### src/rtl/adc_seq_pkg.sv
package adc_seq_pkg;
  typedef enum logic [2:0] {
    ST_IDLE,
    ST_ADDR,
    ST_EXT_TRK,
    ST_EXT_CNV,
    ST_INT_ACQ,
    ST_INT_CNV,
    ST_DONE
  } seq_st_e;
endpackage

### src/rtl/i2c_line_mon.sv
module i2c_line_mon (
  input  logic clk,
  input  logic rst,
  input  logic scl_i,
  input  logic sda_i,
  output logic scl_rise,
  output logic scl_fall,
  output logic start_det,
  output logic stop_det
);
  logic [1:0] scl_sync, sda_sync;
  logic       scl_q, sda_q;

  always_ff @(posedge clk) begin
    if (rst) begin
      scl_sync <= 2'b11;
      sda_sync <= 2'b11;
      scl_q    <= 1'b1;
      sda_q    <= 1'b1;
    end else begin
      scl_sync <= {scl_sync[0], scl_i};
      sda_sync <= {sda_sync[0], sda_i};
      scl_q    <= scl_sync[1];
      sda_q    <= sda_sync[1];
    end
  end

  assign scl_rise  = ~scl_q & scl_sync[1];
  assign scl_fall  = scl_q & ~scl_sync[1];
  assign start_det = scl_q & scl_sync[1] & sda_q & ~sda_sync[1];
  assign stop_det  = scl_q & scl_sync[1] & ~sda_q & sda_sync[1];
endmodule

### src/rtl/adc_tick_gen.sv
module adc_tick_gen #(
  parameter int DIV = 8
) (
  input  logic clk,
  input  logic rst,
  input  logic en,
  input  logic clr,
  output logic tick
);
  localparam int CW = (DIV > 2) ? $clog2(DIV) : 1;
  logic [CW-1:0] cnt;

  assign tick = en && (cnt == CW'(DIV - 1));

  always_ff @(posedge clk) begin
    if (rst || clr) cnt <= '0;
    else if (en)    cnt <= tick ? '0 : cnt + CW'(1);
  end
endmodule

### src/rtl/adc_sar.sv
module adc_sar #(
  parameter int W = 8
) (
  input  logic         clk,
  input  logic         rst,
  input  logic         init,
  input  logic         step,
  input  logic         cmp,
  output logic [W-1:0] trial,
  output logic [W-1:0] acc,
  output logic         strobe,
  output logic         last
);
  localparam int IW = $clog2(W);
  logic [IW-1:0] idx;
  logic [W-1:0]  bitm, nacc;

  assign bitm = W'(1) << idx;
  assign nacc = acc | (cmp ? bitm : '0);
  assign last = (idx == '0);

  always_ff @(posedge clk) begin
    if (rst) begin
      idx    <= '0;
      acc    <= '0;
      trial  <= '0;
      strobe <= 1'b0;
    end else begin
      strobe <= 1'b0;
      if (init) begin
        idx   <= IW'(W - 1);
        acc   <= '0;
        trial <= W'(1) << (W - 1);
      end else if (step) begin
        acc    <= nacc;
        trial  <= last ? nacc : (nacc | (bitm >> 1));
        idx    <= idx - IW'(1);
        strobe <= 1'b1;
      end
    end
  end

  a_r7_idx_walks_down: assert property (@(posedge clk) disable iff (rst)
    (step && !init && !last) |=> (idx == $past(idx) - IW'(1)));
  a_r7_init_msb: assert property (@(posedge clk) disable iff (rst)
    init |=> (trial[W-1] && acc == '0));
endmodule

### src/rtl/i2c_adc_seq.sv
module i2c_adc_seq
  import adc_seq_pkg::*;
#(
  parameter int         RES_W    = 8,
  parameter logic [6:0] DEV_ADDR = 7'h34,
  parameter int         INT_DIV  = 8
) (
  input  logic             clk,
  input  logic             rst,
  input  logic             scl_i,
  input  logic             sda_i,
  input  logic             mode_int_i,
  input  logic             cmp_i,
  output logic             scl_pd_o,
  output logic             th_track_o,
  output logic             cnv_strobe_o,
  output logic [RES_W-1:0] trial_o,
  output logic [RES_W-1:0] result_o,
  output logic             result_vld_o
);
  localparam int ADDR_W = 7;
  localparam int CNT_W  = 4;

  logic scl_rise, scl_fall, start_det, stop_det;
  logic tick, tick_en, tick_clr;
  logic sar_init, sar_step, sar_last;
  logic [RES_W-1:0] sar_acc;

  seq_st_e state, state_n;
  logic [CNT_W-1:0]  rise_cnt, fall_cnt;
  logic [ADDR_W-1:0] sreg;
  logic mode_q, match_q, acq_cnt;
  logic bit_fall, addr_hit;

  i2c_line_mon u_mon (
    .clk(clk), .rst(rst), .scl_i(scl_i), .sda_i(sda_i),
    .scl_rise(scl_rise), .scl_fall(scl_fall),
    .start_det(start_det), .stop_det(stop_det)
  );

  adc_tick_gen #(.DIV(INT_DIV)) u_tick (
    .clk(clk), .rst(rst), .en(tick_en), .clr(tick_clr), .tick(tick)
  );

  adc_sar #(.W(RES_W)) u_sar (
    .clk(clk), .rst(rst), .init(sar_init), .step(sar_step), .cmp(cmp_i),
    .trial(trial_o), .acc(sar_acc), .strobe(cnv_strobe_o), .last(sar_last)
  );

  assign bit_fall = scl_fall && (rise_cnt > fall_cnt);
  assign addr_hit = (sreg == DEV_ADDR);
  assign tick_en  = (state == ST_INT_ACQ) || (state == ST_INT_CNV) || (state == ST_DONE);
  assign tick_clr = (state_n != state);

  always_comb begin
    state_n  = state;
    sar_init = 1'b0;
    sar_step = 1'b0;
    unique case (state)
      ST_IDLE: if (start_det) state_n = ST_ADDR;
      ST_ADDR: begin
        if (stop_det) state_n = ST_IDLE;
        else if (bit_fall && fall_cnt == CNT_W'(6)) begin
          if (!addr_hit)    state_n = ST_IDLE;
          else if (!mode_q) state_n = ST_EXT_TRK;
        end else if (bit_fall && fall_cnt == CNT_W'(7)) begin
          state_n = ST_INT_ACQ;
        end
      end
      ST_EXT_TRK: begin
        if (stop_det || start_det) state_n = ST_IDLE;
        else if (scl_fall) begin
          state_n  = ST_EXT_CNV;
          sar_init = 1'b1;
        end
      end
      ST_EXT_CNV: begin
        if (stop_det || start_det) state_n = ST_IDLE;
        else if (scl_fall) begin
          sar_step = 1'b1;
          if (sar_last) state_n = ST_DONE;
        end
      end
      ST_INT_ACQ: if (tick && acq_cnt) begin
        state_n  = ST_INT_CNV;
        sar_init = 1'b1;
      end
      ST_INT_CNV: if (tick) begin
        sar_step = 1'b1;
        if (sar_last) state_n = ST_DONE;
      end
      ST_DONE: if (tick) state_n = ST_IDLE;
      default: state_n = ST_IDLE;
    endcase
  end

  always_ff @(posedge clk) begin
    if (rst) begin
      state        <= ST_IDLE;
      rise_cnt     <= '0;
      fall_cnt     <= '0;
      sreg         <= '0;
      mode_q       <= 1'b0;
      match_q      <= 1'b0;
      acq_cnt      <= 1'b0;
      th_track_o   <= 1'b0;
      scl_pd_o     <= 1'b0;
      result_o     <= '0;
      result_vld_o <= 1'b0;
    end else begin
      state <= state_n;
      if (start_det && (state == ST_IDLE || state == ST_ADDR)) begin
        rise_cnt <= '0;
        fall_cnt <= '0;
        sreg     <= '0;
        match_q  <= 1'b0;
        mode_q   <= mode_int_i;
      end else if (state == ST_ADDR) begin
        if (scl_rise) begin
          rise_cnt <= rise_cnt + CNT_W'(1);
          if (rise_cnt < CNT_W'(ADDR_W)) sreg <= {sreg[ADDR_W-2:0], sda_i};
        end
        if (bit_fall) begin
          fall_cnt <= fall_cnt + CNT_W'(1);
          if (fall_cnt == CNT_W'(6)) match_q <= addr_hit;
        end
      end
      if (tick_clr)                         acq_cnt <= 1'b0;
      else if (state == ST_INT_ACQ && tick) acq_cnt <= 1'b1;
      th_track_o   <= (state_n == ST_EXT_TRK) || (state_n == ST_INT_ACQ);
      scl_pd_o     <= mode_q && ((state_n == ST_INT_ACQ) || (state_n == ST_INT_CNV) ||
                                 (state_n == ST_DONE));
      result_vld_o <= (state == ST_DONE) && tick;
      if ((state == ST_DONE) && tick) result_o <= sar_acc;
    end
  end

  a_r9_track_needs_match: assert property (@(posedge clk) disable iff (rst)
    $rose(th_track_o) |-> match_q);
  a_r6_pd_only_internal: assert property (@(posedge clk) disable iff (rst)
    scl_pd_o |-> mode_q);
  a_r8_vld_single: assert property (@(posedge clk) disable iff (rst)
    result_vld_o |=> !result_vld_o);
  a_r3_no_strobe_in_track: assert property (@(posedge clk) disable iff (rst)
    cnv_strobe_o |-> !th_track_o);
  a_r6_release_with_vld: assert property (@(posedge clk) disable iff (rst)
    $fell(scl_pd_o) |-> result_vld_o);
endmodule

### config.mk
export PLATFORM = sky130hd
export DESIGN_NAME = i2c_adc_seq
export DESIGN_NICKNAME = d
export VERILOG_FILES = /design/src/rtl/adc_seq_pkg.sv /design/src/rtl/i2c_line_mon.sv /design/src/rtl/adc_tick_gen.sv /design/src/rtl/adc_sar.sv /design/src/rtl/i2c_adc_seq.sv
export SDC_FILE = /design/constraint.sdc
export NUM_CORES = 1
export LEC_CHECK = 0
export ABC_AREA = 1
export ABC_CLOCK_PERIOD_IN_PS = 3300
export BUFFER_PORTS_ARGS = -buffer_cell sky130_fd_sc_hd__buf_2
export CAP_MARGIN = 10
export CORE_MARGIN = 2
export CORE_UTILIZATION = 23
export CTS_CLUSTER_SIZE = 40
export DETAILED_ROUTE_END_ITERATION = 10
export SKIP_LAST_GASP = 1
export SLEW_MARGIN = 20
export SYNTH_ARGS = -nofsm -noshare
export SYNTH_HDL_FRONTEND = slang
export SYNTH_SLANG_ARGS = --single-unit
### constraint.sdc
create_clock -name clk -period 3.3 [get_ports clk]
set_clock_uncertainty 0.05 [all_clocks]
set_input_delay 0.33 -clock clk [delete_from_list [all_inputs] [get_ports clk]]
set_output_delay 0.33 -clock clk [all_outputs]
set_load 0.1 [all_outputs]
==> flow_summary_export.csv <==
group,metric,value,unit
logic_synthesis,synth_area,0.00287,sq mm
critical_path,cp.depth,11,
die,ios,26,
critical_path,startpoint_type,"flop",
logic_synthesis,syn_inst,377,
grt,grt_max_degree,24,
power,power,1870,uW
clock_network,holdBufCountCts,0,
critical_path,endpoint_kind,"flop",
power,power.density,533,mW/mm^2
timing,tightest_slew,0.503,ns
grt,antenna_found_initial,0,
finish,final_layout_size_suffix_gt1_share,19.5,%
die,rows,40,
placed_design,io_buffer_count,25,
timing,hold_viol_final,0,
placed_design,placedCellCount,562,
critical_path,arrival,2.41,ns
timing,drv_slew,0,
clock_network,cts_setup_buffers,0,
die,core,0.0121,sq mm
finish,syn_to_final_growth,22.4,%
clock_network,cts_root_buf,"clkbuf_16",
critical_path,crit_path_top_delay_cell,"ha_1",
critical_path,r2r_cells,11,
finish,n_antenna_cell,0,
drt,dr_total_vias,2490,
placed_design,routabilityCongestion,0.869,
clock_network,path_clk_slew,0.05,ns
logic_synthesis,synth_fp_nets,397,
logic_synthesis,synth_cell_types,34,
timing,maxSlewHeadroom,66.7,%
clock_network,cts_sinks,60,
drt,drc_errors,0,
critical_path,cp_top_family,"simple AND/OR/NAND/NOR gates",
timing,timing.setup.tns,0,ns
power,leakage,0.00143,uW
timing,rsz0062_at_grt,"no",
timing,fin_crit,2.27,ns
clock_network,cts_buffers,9,
clock_network,tritoncts,"yes",
drt,vias_per_cell,4.31,
clock_network,ctsHtreeMaxLevel,3,
die,die_y,116,um
critical_path,max_stage_delay,0.38,ns
placed_design,dp_hpwl,4.54,mm
critical_path,path_buf_inv,3,
critical_path,crit_type,"reg2reg",
power,irDropWorstVdd,0.263,mV
logic_synthesis,seq_area_frac_synth,41.9,%
grt,grt-ovfl-total,0,
hold_path,whs_path_depth,2,
die,die-area,0.0134,sq mm
timing,fin_crit_sh,68.7,%
job,max_cap_viol_count,0,
clock_network,clk_path_buf_depth,2,
drt,routed_wl,6.16,mm
drt,drtIter0Drc,148,
hold_path,hold_path_class,"in2reg",
drt,postRouteAntennaNets,0,
finish,fill_cells,1294,
critical_path,worstPathRequired,3.44,ns
finish,fin_cells,578,
grt,grt_pass1_wl,10.4,mm
logic_synthesis,ys_ff_latch,60,
clock_network,clk_latency,0.32,ns
logic_synthesis,synth.avg_cell_area,7.60,sq um
die,start_util,23.8,%
timing,max_freq,441,MHz
critical_path,crit_chain,"ha_1 > ha_1 > inv_1 > nor3_1 > nand2_1 > nand2_1 > nor2_1 > inv_2 > nor2_4 > inv_2 > o22ai_1",
finish,nNetsFinal,425,
timing,setup_viol,0,
grt,track_usage,9.88,%
drt,drt-wirelength-per-cell,10.7,um
die,die_w,116,um
clock_network,cts_resized,0,
status,status,"completed",
grt,grt_pass1_vias,2290,
critical_path,cp_max_fo,15,
logic_synthesis,synth_warnings,0,
drt,first_pass_iters,4,
-- cells in the mapped netlist --
master     n  share of area (%)
a21oi_1   36                6.3
a21oi_2    1               0.31
a22o_1     1               0.31
a22oi_1    1               0.26
and3_1     1               0.22
buf_2      1               0.17
buf_4      2               0.52
buf_6      1               0.39
clkbuf_1   4               0.52
clkinv_1   1               0.13
clkinv_2   2               0.35
dfxtp_1   60                 42
ha_1      14                6.1
inv_1     38                5.0
inv_2      7               0.92
inv_4      1               0.22
nand2_1   68                8.9
nand2_2    6                1.3
nand2_4    1               0.39
nand3_1   31                5.4
nand3_2    4                1.4
nand4_1    5                1.1
nor2_1    38                5.0
nor2_2     2               0.44
nor2_4     1               0.39
nor3_1     5               0.87
nor3_2     4                1.4
nor3_4     3                1.7
o21ai_0   22                3.8
o21ai_2    2               0.61
o21bai_1   1               0.26
o22ai_1    7                1.5
o31ai_4    1               0.74
or2_2      5                1.1
-- routing by layer --
metal / global-route usage (%) / up-vias / wire, um
met4: 5.24 / 0 / 135
met3: 3.03 / 7 / 258
met5: 0 / - / 0
met1: 12.3 / 1154 / 2920
li1: - / 1292 / -
met2: 15.4 / 37 / 2850
-- worst paths after layout --
kind,from,end,slack (ns)
max,u_tick.cnt[0],u_sar.acc[6],1.03
min,scl_i,u_mon.scl_sync[0],0.15
max reg2reg,u_tick.cnt[0],u_sar.acc[6],1.03
min reg2reg,u_mon.sda_sync[0],u_mon.sda_sync[1],0.36
-- flip-flops by register name, indices dropped and copies added, names as in the netlist --
signal / cells
th_track_o: 1
u_sar.trial: 8
u_mon.sda_q: 1
scl_pd_o: 1
u_sar.acc: 8
result_o: 8
sreg: 7
result_vld_o: 1
state: 3
mode_q: 1
u_sar.idx: 3
rise_cnt: 4
acq_cnt: 1
u_mon.scl_q: 1
u_sar.strobe: 1
u_mon.sda_sync: 2
fall_cnt: 4
u_mon.scl_sync: 2
u_tick.cnt: 3
-- where the power goes --
part	internal [uW]	switching, uW
logic	12.7	32.8
registers	730	3.53
clock network	777	314
total	1520	350
-- area by class of cell --
| type | count | area, sq um | area share, % |
|---|---|---|---|
| multi-input cells | 260 | 1430 | 40.8 |
| flip-flops and latches | 60 | 1200 | 34.3 |
| clock buffers | 12 | 256 | 7.32 |
| well taps | 168 | 210 | 6.00 |
| inverters | 49 | 189 | 5.39 |
| repair buffers | 25 | 125 | 3.57 |
| clock inverters | 4 | 95.1 | 2.71 |
-- cell families (layout without fill, tap and decap cells) --
kind of cell | Yosys count | in the layout | share of synthesized area, %
compound gates | 72 | 72 | 14.1
fa+ha+maj | 14 | 14 | 6.11
flops | 60 | 60 | 41.9
simple gates | 174 | 174 | 29.6
buf+inv | 57 | 90 | 8.21
-- cells in the final DEF (no fill, tap or decap), types with 2 or more instances in the layout --
cell type and instances:
buf_2 25, ha_1 14, clkbuf_8 2, nor2_1 38
clkbuf_16 9, nor3_4 3, inv_1 38, nand3_2 4
a21oi_1 36, o22ai_1 7, o21ai_0 22, nand4_1 5
dfxtp_1 60, nor3_1 5, nand3_1 31, bufinv_16 3
clkinv_2 3, inv_2 7, nand2_1 68, nor3_2 4
nor2_2 2, o21ai_2 2, nand2_2 6, or2_2 5
-- worst reg2reg max path, delay by kind of cell, from the launching register on --
kind / cells / cell delay (ns)
compound gates: 1 / 0.09
fa+ha+maj: 2 / 0.54
buf+inv: 3 / 0.49
flops: 1 / 0.34
simple gates: 5 / 0.62
-- through the flow --
| stage | cell area (sq um) | util (%) | worst slack, ns | hold slack [ns] |
|---|---|---|---|---|
| 6_report | 3510 | 29.1 | 1.03 | 0.150 |
| 2_1_floorplan | 2870 | - | 1.60 | 0.339 |
| 4_1_cts | 3510 | 29.1 | 1.01 | 0.146 |
| 3_5_place_dp | 3150 | 26.2 | 1.02 | 0.348 |
| 3_3_place_gp | 3150 | 26.2 | 1.15 | 0.346 |
| 5_1_grt | 3510 | 29.1 | 0.766 | 0.146 |
No activity file was read; power rests on OpenSTA's default activity.
